==> config.mk <==
export PLATFORM = sky130hd
export DESIGN_NAME = otp_prog_seq
export DESIGN_NICKNAME = d
export VERILOG_FILES = /design/src/rtl/otp_prog_pkg.sv /design/src/rtl/otp_prog_ctrl.sv /design/src/rtl/otp_prog_dpath.sv /design/src/rtl/otp_prog_seq.sv
export SDC_FILE = /design/constraint.sdc
export NUM_CORES = 1
export LEC_CHECK = 0
export BUFFER_PORTS_ARGS = -buffer_cell sky130_fd_sc_hd__clkbuf_2
export CELL_PAD_IN_SITES_DETAIL_PLACEMENT = 0
export CELL_PAD_IN_SITES_GLOBAL_PLACEMENT = 1
export CORE_MARGIN = 5
export CORE_UTILIZATION = 39
export DETAILED_ROUTE_END_ITERATION = 8
export PLACE_DENSITY = 0.91
export SLEW_MARGIN = 20
export SYNTH_ARGS = -nofsm -noshare
export SYNTH_HDL_FRONTEND = slang
export SYNTH_SLANG_ARGS = --single-unit
==> constraint.sdc <==
create_clock -name clk -period 7.08 [get_ports clk]
set_clock_uncertainty 0.05 [all_clocks]
set_input_delay 0.708 -clock clk [delete_from_list [all_inputs] [get_ports clk]]
set_output_delay 0.708 -clock clk [all_outputs]
set_load 0.03 [all_outputs]
==> src/rtl/otp_prog_pkg.sv <==
package otp_prog_pkg;

  typedef enum logic [3:0] {
    ST_IDLE,
    ST_RAMP,
    ST_PFETCH,
    ST_ARM,
    ST_PULSE,
    ST_HOLD,
    ST_VFETCH,
    ST_VOPEN,
    ST_VREAD,
    ST_FRAMP,
    ST_CFETCH,
    ST_CREAD
  } seq_state_t;

  // control -> datapath strobes
  typedef struct packed {
    logic addrClr;
    logic addrInc;
    logic loadExp;
    logic clrResult;
    logic setPass;
    logic setFail;
    logic finish;
  } seq_strobe_t;

  function automatic int unsigned usToCycles(input int unsigned mhz, input int unsigned us);
    int unsigned n;
    n = mhz * us;
    return (n < 1) ? 1 : n;
  endfunction

endpackage

==> src/rtl/otp_prog_ctrl.sv <==
module otp_prog_ctrl
  import otp_prog_pkg::*;
#(
  parameter int unsigned SETUP_CYC = 250,
  parameter int unsigned PULSE_CYC = 6250,
  parameter int unsigned HOLD_CYC  = 250,
  parameter int unsigned VALID_CYC = 125,
  parameter int unsigned MAX_RETRY = 25
) (
  input  logic        clk,
  input  logic        rstN,
  input  logic        start,
  input  logic        lastAddr,
  input  logic        match,
  output seq_strobe_t strb,
  output logic        busy,
  output logic        memCeN,
  output logic        memOeN,
  output logic        vppEn,
  output logic        vccHiEn,
  output logic        memDataOe
);

  localparam int unsigned FETCH_CYC = 2;  // synchronous source port latency + capture
  localparam int unsigned MAX_A = (SETUP_CYC > PULSE_CYC) ? SETUP_CYC : PULSE_CYC;
  localparam int unsigned MAX_B = (HOLD_CYC > VALID_CYC) ? HOLD_CYC : VALID_CYC;
  localparam int unsigned MAX_C = (MAX_A > MAX_B) ? MAX_A : MAX_B;
  localparam int unsigned TMAX  = (MAX_C > FETCH_CYC) ? MAX_C : FETCH_CYC;
  localparam int TW = $clog2(TMAX + 1);
  localparam int RW = (MAX_RETRY < 1) ? 1 : $clog2(MAX_RETRY + 1);

  seq_state_t      stateQ, stateD;
  logic [TW-1:0]   timerQ;
  logic [RW-1:0]   retryQ, retryD;
  logic            inVerifyQ, inVerifyD;
  logic            tDone;

  function automatic logic [TW-1:0] durOf(input seq_state_t s);
    int unsigned d;
    case (s)
      ST_RAMP, ST_ARM, ST_VOPEN, ST_FRAMP: d = SETUP_CYC;
      ST_PULSE:                            d = PULSE_CYC;
      ST_HOLD:                             d = HOLD_CYC;
      ST_VREAD, ST_CREAD:                  d = VALID_CYC;
      ST_PFETCH, ST_VFETCH, ST_CFETCH:     d = FETCH_CYC;
      default:                             d = 1;
    endcase
    return TW'(d - 1);
  endfunction

  assign tDone = (timerQ == '0);

  always_comb begin
    stateD    = stateQ;
    retryD    = retryQ;
    inVerifyD = inVerifyQ;
    strb      = '0;
    case (stateQ)
      ST_IDLE: begin
        if (start) begin
          stateD         = ST_RAMP;
          strb.addrClr   = 1'b1;
          strb.clrResult = 1'b1;
          inVerifyD      = 1'b0;
          retryD         = '0;
        end
      end
      ST_RAMP:   if (tDone) stateD = ST_PFETCH;
      ST_PFETCH: begin
        if (tDone) begin
          strb.loadExp = 1'b1;
          stateD       = ST_ARM;
        end
      end
      ST_ARM:    if (tDone) stateD = ST_PULSE;
      ST_PULSE:  if (tDone) stateD = ST_HOLD;
      ST_HOLD: begin
        if (tDone) begin
          if (inVerifyQ) begin
            stateD = ST_VOPEN;
          end else if (lastAddr) begin
            strb.addrClr = 1'b1;
            inVerifyD    = 1'b1;
            retryD       = '0;
            stateD       = ST_VFETCH;
          end else begin
            strb.addrInc = 1'b1;
            stateD       = ST_PFETCH;
          end
        end
      end
      ST_VFETCH: begin
        if (tDone) begin
          strb.loadExp = 1'b1;
          stateD       = ST_VOPEN;
        end
      end
      ST_VOPEN:  if (tDone) stateD = ST_VREAD;
      ST_VREAD: begin
        if (tDone) begin
          if (match) begin
            retryD = '0;
            if (lastAddr) begin
              strb.addrClr = 1'b1;
              stateD       = ST_FRAMP;
            end else begin
              strb.addrInc = 1'b1;
              stateD       = ST_VFETCH;
            end
          end else if (retryQ == RW'(MAX_RETRY)) begin
            strb.setFail = 1'b1;
            strb.finish  = 1'b1;
            stateD       = ST_IDLE;
          end else begin
            retryD = retryQ + 1'b1;
            stateD = ST_ARM;
          end
        end
      end
      ST_FRAMP:  if (tDone) stateD = ST_CFETCH;
      ST_CFETCH: begin
        if (tDone) begin
          strb.loadExp = 1'b1;
          stateD       = ST_CREAD;
        end
      end
      ST_CREAD: begin
        if (tDone) begin
          if (!match) begin
            strb.setFail = 1'b1;
            strb.finish  = 1'b1;
            stateD       = ST_IDLE;
          end else if (lastAddr) begin
            strb.setPass = 1'b1;
            strb.finish  = 1'b1;
            stateD       = ST_IDLE;
          end else begin
            strb.addrInc = 1'b1;
            stateD       = ST_CFETCH;
          end
        end
      end
      default: stateD = ST_IDLE;
    endcase
  end

  always_ff @(posedge clk) begin
    if (!rstN) begin
      stateQ    <= ST_IDLE;
      timerQ    <= '0;
      retryQ    <= '0;
      inVerifyQ <= 1'b0;
    end else begin
      stateQ    <= stateD;
      retryQ    <= retryD;
      inVerifyQ <= inVerifyD;
      if (stateD != stateQ) begin
        timerQ <= durOf(stateD);
      end else if (!tDone) begin
        timerQ <= timerQ - 1'b1;
      end
    end
  end

  always_comb begin
    busy      = (stateQ != ST_IDLE);
    vppEn     = stateQ inside {ST_RAMP, ST_PFETCH, ST_ARM, ST_PULSE, ST_HOLD};
    vccHiEn   = stateQ inside {ST_RAMP, ST_PFETCH, ST_ARM, ST_PULSE, ST_HOLD,
                               ST_VFETCH, ST_VOPEN, ST_VREAD};
    memDataOe = stateQ inside {ST_ARM, ST_PULSE, ST_HOLD};
    memCeN    = !(stateQ inside {ST_PULSE, ST_VREAD, ST_CREAD});
    memOeN    = !(stateQ inside {ST_VREAD, ST_CREAD});
  end

endmodule

==> src/rtl/otp_prog_dpath.sv <==
module otp_prog_dpath
  import otp_prog_pkg::*;
#(
  parameter int ADDR_W = 20,
  parameter int DATA_W = 8
) (
  input  logic              clk,
  input  logic              rstN,
  input  seq_strobe_t       strb,
  input  logic [DATA_W-1:0] srcData,
  input  logic [DATA_W-1:0] memDataIn,
  output logic [ADDR_W-1:0] srcAddr,
  output logic [ADDR_W-1:0] memAddr,
  output logic [DATA_W-1:0] memDataOut,
  output logic              lastAddr,
  output logic              match,
  output logic              done,
  output logic              passOk,
  output logic [ADDR_W-1:0] failAddr
);

  logic [ADDR_W-1:0] addrQ;
  logic [DATA_W-1:0] expQ;
  logic              passQ, doneQ;
  logic [ADDR_W-1:0] failQ;

  always_ff @(posedge clk) begin
    if (!rstN) begin
      addrQ <= '0;
      expQ  <= '0;
      passQ <= 1'b0;
      failQ <= '0;
      doneQ <= 1'b0;
    end else begin
      if (strb.addrClr)      addrQ <= '0;
      else if (strb.addrInc) addrQ <= addrQ + 1'b1;
      if (strb.loadExp)      expQ  <= srcData;
      if (strb.clrResult) begin
        passQ <= 1'b0;
        failQ <= '0;
      end
      if (strb.setPass)      passQ <= 1'b1;
      if (strb.setFail)      failQ <= addrQ;
      doneQ <= strb.finish;
    end
  end

  assign srcAddr    = addrQ;
  assign memAddr    = addrQ;
  assign memDataOut = expQ;
  assign lastAddr   = (addrQ == {ADDR_W{1'b1}});
  assign match      = (memDataIn == expQ);
  assign done       = doneQ;
  assign passOk     = passQ;
  assign failAddr   = failQ;

endmodule

==> src/rtl/otp_prog_seq.sv <==
module otp_prog_seq
  import otp_prog_pkg::*;
#(
  parameter int          ADDR_W    = 20,
  parameter int          DATA_W    = 8,
  parameter int unsigned CLK_MHZ   = 125,
  parameter int unsigned PULSE_US  = 50,
  parameter int unsigned SETUP_US  = 2,
  parameter int unsigned HOLD_US   = 2,
  parameter int unsigned VALID_US  = 1,
  parameter int unsigned MAX_RETRY = 25
) (
  input  logic              clk,
  input  logic              rstN,
  input  logic              start,
  output logic              busy,
  output logic              done,
  output logic              passOk,
  output logic [ADDR_W-1:0] failAddr,
  output logic [ADDR_W-1:0] srcAddr,
  input  logic [DATA_W-1:0] srcData,
  output logic [ADDR_W-1:0] memAddr,
  output logic [DATA_W-1:0] memDataOut,
  input  logic [DATA_W-1:0] memDataIn,
  output logic              memDataOe,
  output logic              memCeN,
  output logic              memOeN,
  output logic              vppEn,
  output logic              vccHiEn
);

  localparam int unsigned PULSE_CYC = usToCycles(CLK_MHZ, PULSE_US);
  localparam int unsigned SETUP_CYC = usToCycles(CLK_MHZ, SETUP_US);
  localparam int unsigned HOLD_CYC  = usToCycles(CLK_MHZ, HOLD_US);
  localparam int unsigned VALID_CYC = usToCycles(CLK_MHZ, VALID_US);

  seq_strobe_t strb;
  logic        lastAddr;
  logic        match;

  otp_prog_ctrl #(
    .SETUP_CYC(SETUP_CYC),
    .PULSE_CYC(PULSE_CYC),
    .HOLD_CYC (HOLD_CYC),
    .VALID_CYC(VALID_CYC),
    .MAX_RETRY(MAX_RETRY)
  ) u_ctrl (
    .clk      (clk),
    .rstN     (rstN),
    .start    (start),
    .lastAddr (lastAddr),
    .match    (match),
    .strb     (strb),
    .busy     (busy),
    .memCeN   (memCeN),
    .memOeN   (memOeN),
    .vppEn    (vppEn),
    .vccHiEn  (vccHiEn),
    .memDataOe(memDataOe)
  );

  otp_prog_dpath #(
    .ADDR_W(ADDR_W),
    .DATA_W(DATA_W)
  ) u_dpath (
    .clk       (clk),
    .rstN      (rstN),
    .strb      (strb),
    .srcData   (srcData),
    .memDataIn (memDataIn),
    .srcAddr   (srcAddr),
    .memAddr   (memAddr),
    .memDataOut(memDataOut),
    .lastAddr  (lastAddr),
    .match     (match),
    .done      (done),
    .passOk    (passOk),
    .failAddr  (failAddr)
  );

endmodule

==> impl_results.md, run 1 <==
- Netlist cell types: 60
- Post-Syn Area: 3990 µm²
- P_int: 0.810 mW
- WP buf/inv: 1
- Gr usage total: 16.9%
- Iteration-0 DRC Markers: 240
- Commonest non-fill, non-tap cell in the layout: clkbuf_2
- CP Capture Type: flip-flop
- Critical path's slowest cell: a2111oi_0
- Detailed placement HPWL: 7460 µm
- Status: complete, no violations
- H-tree Lvls: 3
- Startpoint Class: flip-flop
- Vias in the first global route: 3,629
- RSZ-0062 raised after global routing: false
- Peak supply drop: 0.118 mV
- Post-synthesis register bit count: 73
- Async S/R FF share, synth: 0%
- Clock sink count: 73
- Drt wl/cell: 14.8 µm
- Initial antenna violation count: 0
- NetSw: 0.478 mW
- Delay-heaviest family, CP: simple AND/OR/NAND/NOR gates
- Vias per Instance: 5.32
- Final min period: 5880 ps
- Crit Path Max Fanout: 16
- Core Footprint: 10,100 µm²
- Buffers on Ports: 94
- # diodes: 0
- CTS tree: built
- Nets@finish: 587
- Synth warn: 0
- Clock root cell: clkbuf_8
- Post-CTS Setup Bufs: 0
- Most frequent cells in the layout: 94 x clkbuf_2, 73 x dfxtp_1, 60 x nor2_1
- Power Density: 278 nW/µm²
- Setup-failing EPs final: 0
- Clk pwr share: 28.7%
- GR Overflow Total: 0
- CTS clk-pin slew, worst paths: 90 ps
- Max cap viols: 0
- Sw Ratio: 37.1%
- Top achievable clock speed: 170 MHz
- Worst Max-Slew Pin Slew: 1010 ps
- Final antenna-violating net count: 0
- Via count: 3,736
- First-pass GRT wire length: 17,600 µm
- Gpl congestion: 0.873
- Vert. Die Dim: 111 µm
- Synthesized Nets: 524
- Most used DFF post-synth: dfxtp_1
- Layout cell share with drive strength beyond 1: 23.1%
- DR pass1 iterations: 5
- CTS resizes: 0
- Final Cycle Share: 83.1%
- Initial Util: 39.4%
- Largest net degree at the start of global routing: 25
- Relative slew slack: 31.0%
- Lkg Pwr: 1.78 nW
- Most used cell, CP: nor2_1
- CTS Buf Count: 9
- Critical path cell sequence: or4_4 > or3_1 > nor2_2 > nor2_1 > nor2_1 > nor3_1 > a2111oi_0 > ha_1 > inv_1 > o22ai_1 > a21bo_2 > mux2i_1 > ha_1 > nand2_1 > or2_2 > or3_1 > nor3_1 > xor2_1 > nor2_1 > nor3b_1
- Row cnt: 37
- Logic gate share of total power: 33.5%
- Longest Clk Path Bufs: 2
- Syn Area/Cell: 8.01 µm²
- Cells after synthesis: 498
- CP Data Required Time: 7300 ps
- Final Hold Viols: 0
- Layout area overhead: 16.2%
- Fin. max-slew vios: 0
- Register area share after synthesis: 36.6%
- Final WL: 10,400 µm
- Final TNS setup: 0 ps
- EDFF count, synth: 0
- Slowest Stage Delay on Critical Path: 840 ps
- DRC viols: 0
- Total Power: 1.29 mW
- CTS Hold Bufs: 0
- CP Class: reg2reg
- Sequential fraction of design power: 37.8%
- Worst hold-check path type: reg2reg
- # IOs: 95
- Die extent in x: 111 µm
- Critical path data arrival time: 6100 ps
- DIE AREA: 12,400 µm²
- Worst-Skew Late Latency: 360 ps
Yosys cell counts, types with 3 or more instances:
cell	instances	area share, %
a211oi_1	6	1.1
a21oi_1	38	4.8
and2_1	7	1.1
and3_1	5	0.78
and4_1	3	0.66
buf_4	20	3.8
clkbuf_1	22	2.1
dfxtp_1	73	37
ha_1	7	2.2
inv_1	12	1.1
mux2i_1	10	2.5
nand2_1	50	4.7
nand2b_1	4	0.63
nand3_1	34	4.3
nand4_1	10	1.6
nor2_1	60	5.6
nor2b_1	3	0.47
nor3_1	18	2.3
o211ai_1	3	0.56
o21a_1	3	0.56
o21ai_0	13	1.6
o31ai_1	4	0.75
or2_2	4	0.63
or3_1	10	1.6
or4_1	3	0.56
xnor2_1	23	5.0
xor2_1	11	2.4
routing by layer:
layer | vias to the layer above | wire length [µm] | track usage, %
met3 | 21 | 675 | 3.88
met2 | 129 | 4690 | 26.8
met4 | 0 | 220 | 6.97
met5 | - | 0 | 0
li1 | 1848 | - | -
met1 | 1738 | 4800 | 22.2
path summary, 6_finish.rpt:
path	startpoint	to	slack, ps	depth (start not counted)
min	u_dpath.failAddr[6]	u_dpath.failAddr[6]	420	2
max reg2reg	u_ctrl.timerQ[0]	u_ctrl.timerQ[12]	1200	20
max	u_ctrl.timerQ[0]	u_ctrl.timerQ[12]	1200	20
min reg2reg	u_dpath.failAddr[6]	u_dpath.failAddr[6]	420	2
metrics by stage:
stage	instances	util, %	instance area, µm²	setup slack (ps)	hold WS (ps)
floorplan	498	-	3990	2140	429
global placement	686	43.5	4410	1460	402
detailed placement	686	43.6	4420	1300	407
CTS	702	45.8	4640	1270	419
global route	702	45.8	4640	623	441
finish	702	45.8	4640	1200	416
state kept, by name, summed over array words and instances, names as in the netlist:
register and count:
u_dpath.memDataOut 8, u_ctrl.inVerifyQ 1, u_ctrl.stateQ 4, u_dpath.memAddr 20, u_ctrl.retryQ 5, u_dpath.passOk 1, u_dpath.failAddr 20, u_dpath.done 1
u_ctrl.timerQ 13
final cells by class:
cell class                 count  area [µm²]
clock buffer                   9         124
clock inverter                 7         100
fill                        1025        5500
inverter                      12        45.0
multi-input combinational    368        2250
sequential                    73        1460
tap                          136         170
timing repair buffer          97         493
cells by family (layout without fill, tap and decap cells):
group | after synthesis | count (layout) | synth area share, %
simple gates | 225 | 225 | 27.6
xor+xnor | 34 | 34 | 7.46
compound gates | 90 | 90 | 15.6
mux | 12 | 12 | 3.07
fa+ha+maj | 7 | 7 | 2.19
buf+inv | 57 | 125 | 7.49
flops | 73 | 73 | 36.6
worst reg2reg max path, delay by kind of cell, from the launching register on:
kind,cells,cell delay (ps)
AOI/OAI and AO/OA,3,1280
adders and majority gates,2,560
and+or+nand+nor,12,3170
xor gates and xnor gates,1,170
muxes,1,180
DFF,1,330
buffers and inverters,1,50
power by group through the flow:
| stage | Sequential [mW] | Clock [mW] | Combinational [mW] |
|---|---|---|---|
| floorplan | 0.480 | 0 | 0.362 |
| global placement | 0.491 | 0 | 0.418 |
| detailed placement | 0.495 | 0 | 0.423 |
| CTS | 0.486 | 0.380 | 0.427 |
| global route | 0.493 | 0.398 | 0.482 |
| finish | 0.487 | 0.370 | 0.431 |
No activity file was read; power rests on OpenSTA's default activity.
==> inputs of run 2 (changes only) <==
==> constraint.sdc (replaced) <==
create_clock -name clk -period 6.15 [get_ports clk]
set_clock_uncertainty 0.05 [all_clocks]
set_input_delay 0.615 -clock clk [delete_from_list [all_inputs] [get_ports clk]]
set_output_delay 0.615 -clock clk [all_outputs]
set_load 0.03 [all_outputs]
==> run 2 against run 1 <==
Effect of this change: hold slack worse by 0.88 ps; non-clock buffer count rose by 3; via count up 0.75%; combinational power increased by 19%; fmax grew 10%; first-iteration DRC count down 18%; setup slack lost 380 ps; largest power group unchanged; highest routed layer unchanged.
==> impl_results.md, run 2 (synthesized netlist as in run 1, its figures left out) <==
- Status: complete, no violations (unchanged)
- Delay-heaviest family, CP: simple AND/OR/NAND/NOR gates (unchanged)
- Met2 wire len: 4820 µm (was 4690 µm)
- Total Power: 1.41 mW (was 1.29 mW)
- Crit path launch: u_ctrl.timerQ[0] (unchanged)
- Row cnt: 37 (unchanged)
- Most frequent cells in the layout: 94 x clkbuf_2, 73 x dfxtp_1, 60 x nor2_1 (unchanged)
- Power Density: 307 nW/µm² (was 278 nW/µm²)
- DIE AREA: 12,400 µm² (unchanged)
- GR Overflow Total: 0 (unchanged)
- Startpoint Class: flip-flop (unchanged)
- Worst hold-check path type: reg2reg (unchanged)
- Buffers on Ports: 94 (unchanged)
- Layout area overhead: 15.5% (was 16.2%)
- Final antenna-violating net count: 0 (unchanged)
- Clock root cell: clkbuf_8 (unchanged)
- Nets@finish: 590 (was 587)
- Relative slew slack: 43.7% (was 31.0%)
- Critical path's slowest cell: or4_4 (was a2111oi_0)
- R2r setup slk: 820 ps (was 1200 ps)
- Final WL: 10,500 µm (was 10,400 µm)
- Slowest Stage Delay on Critical Path: 580 ps (was 840 ps)
- Initial Util: 39.4% (unchanged)
- Logic gate share of total power: 36.4% (was 33.5%)
- Setup-failing EPs final: 0 (unchanged)
- Worst reg2reg startpoint: u_ctrl.timerQ[0] (unchanged)
- Lkg Pwr: 1.76 nW (was 1.78 nW)
- Iteration-0 DRC Markers: 197 (was 240)
- DR pass1 iterations: 5 (unchanged)
- Vias in the first global route: 3,659 (was 3,629)
- CP Class: reg2reg (unchanged)
- Sequential cell area: 1460 µm² (unchanged)
- Largest net degree at the start of global routing: 25 (unchanged)
- CTS Hold Bufs: 0 (unchanged)
- Gr usage total: 16.8% (was 16.9%)
- Final TNS setup: 0 ps (unchanged)
- Detailed placement HPWL: 7720 µm (was 7460 µm)
- Multi-input logic area: 2250 µm² (unchanged)
- RSZ-0062 raised after global routing: false (unchanged)
- Critical path cell sequence: or4_4 > or3_1 > nor2_2 > buf_4 > o2111ai_2 > a211oi_4 > xor2_1 > and2_1 > nor2_1 > a21oi_1 > ha_1 > nand2_1 > or2_2 > or3_1 > nor3_1 > xor2_1 > nor2_1 > nor3b_1 (was or4_4 > or3_1 > nor2_2 > nor2_1 > nor2_1 > nor3_1 > a2111oi_0 > ha_1 > inv_1 > o22ai_1 > a21bo_2 > mux2i_1 > ha_1 > nand2_1 > or2_2 > or3_1 > nor3_1 > xor2_1 > nor2_1 > nor3b_1)
- Max cap viols: 0 (unchanged)
- CTS clk-pin slew, worst paths: 80 ps (was 90 ps)
- CTS resizes: 0 (unchanged)
- Via count: 3,764 (was 3,736)
- Clock sink count: 73 (unchanged)
- Top achievable clock speed: 188 MHz (was 170 MHz)
- P_int: 0.863 mW (was 0.810 mW)
- Gpl congestion: 0.864 (was 0.873)
- CP Capture Type: flip-flop (unchanged)
- Peak supply drop: 0.133 mV (was 0.118 mV)
- Final Cycle Share: 86.7% (was 83.1%)
- Clk pwr share: 24.0% (was 28.7%)
- Routed wl met3: 751 µm (was 675 µm)
- Sequential fraction of design power: 39.6% (was 37.8%)
- First-pass GRT wire length: 17,600 µm (about the same)
- Die extent in x: 111 µm (unchanged)
- Final min period: 5330 ps (was 5880 ps)
- Worst-Skew Late Latency: 350 ps (was 360 ps)
- WP buf/inv: 1 (unchanged)
- CTS Buf Count: 9 (unchanged)
- # diodes: 0 (unchanged)
- H-tree Lvls: 3 (unchanged)
- Highest Signal Layer: met4 (unchanged)
- Initial antenna violation count: 0 (unchanged)
- Critical path data arrival time: 5560 ps (was 6100 ps)
- Sw Ratio: 39.0% (was 37.1%)
- Final Core Density: 45.5% (was 45.8%)
- DRC viols: 0 (unchanged)
- Commonest non-fill, non-tap cell in the layout: clkbuf_2 (unchanged)
- NetSw: 0.551 mW (was 0.478 mW)
- Crit Path Max Fanout: 11 (was 16)
- Final Hold Viols: 0 (unchanged)
- CTS tree: built (unchanged)
- Vias per Instance: 5.34 (was 5.32)
- # IOs: 95 (unchanged)
- Worst Max-Slew Pin Slew: 843 ps (was 1010 ps)
- Drt wl/cell: 14.9 µm (was 14.8 µm)
- Longest Clk Path Bufs: 2 (unchanged)
- Hold_sp: u_dpath.failAddr[2] (was u_dpath.failAddr[6])
- Core Footprint: 10,100 µm² (unchanged)
- Post-Route M1 WL: 4710 µm (was 4800 µm)
- Layout cell share with drive strength beyond 1: 23.4% (was 23.1%)
- Vert. Die Dim: 111 µm (unchanged)
- Fin. max-slew vios: 0 (unchanged)
- CP Data Required Time: 6370 ps (was 7300 ps)
- Post-CTS Setup Bufs: 0 (unchanged)
- Fillers: 985 (was 1,025)
==> run 2: changes by cell type in the layout (fill, tap and decap cells not counted), sizes merged <==
cell / previous run / this run
inv: 14 / 13
clkinvlp: 0 / 2
buf: 3 / 6
clkbuf: 103 / 104
bufinv: 2 / 0
==> run 2: worst paths after layout <==
kind / to / cells past startpoint
hold reg to reg: u_dpath.failAddr[2] / 2
setup / recovery: u_ctrl.timerQ[12] / 18
setup reg to reg: u_ctrl.timerQ[12] / 18
hold / removal: u_dpath.failAddr[2] / 2
==> run 2: cell type report <==
cell class	count	share of cell area (%)
multi-input cells	368	48.7
flip-flops and latches	73	31.7
well taps	136	3.69
inverters	12	0.977
clock inverters	6	0.923
repair buffers	100	11.2
clock buffers	10	2.77
==> run 2: worst min-delay path, delay by kind of cell (launching register included) <==
| kind | cells | cell delay (ps) |
|---|---|---|
| AO/OA/AOI/OAI | 1 | 50 |
| flip-flops | 1 | 310 |
| AND/OR/NAND/NOR | 1 | 60 |
==> run 2: layer usage <==
layer	vias up	GRT usage, %
met2	137	26.5
met3	19	3.55
met4	0	6.41
met1	1749	22.6
li1	1859	-
met5	-	0
==> run 2: power groups by stage <==
stage	clock network, mW	registers, mW	logic (mW)
after floorplan	0	0.553	0.417
final	0.339	0.560	0.515
after CTS	0.345	0.559	0.515
after detailed placement	0	0.570	0.513
after global placement	0	0.566	0.500
after global routing	0.364	0.567	0.574
==> run 2: metrics by stage <==
| step | std cells | instance area (µm²) | setup slack, ps | hold slack, ps |
|---|---|---|---|---|
| after global placement | 689 | 4430 | 1040 | 403 |
| final | 705 | 4610 | 817 | 415 |
| after floorplan | 498 | 3990 | 1210 | 429 |
| after global routing | 705 | 4610 | 428 | 441 |
| after CTS | 705 | 4610 | 850 | 417 |
| after detailed placement | 689 | 4440 | 880 | 406 |
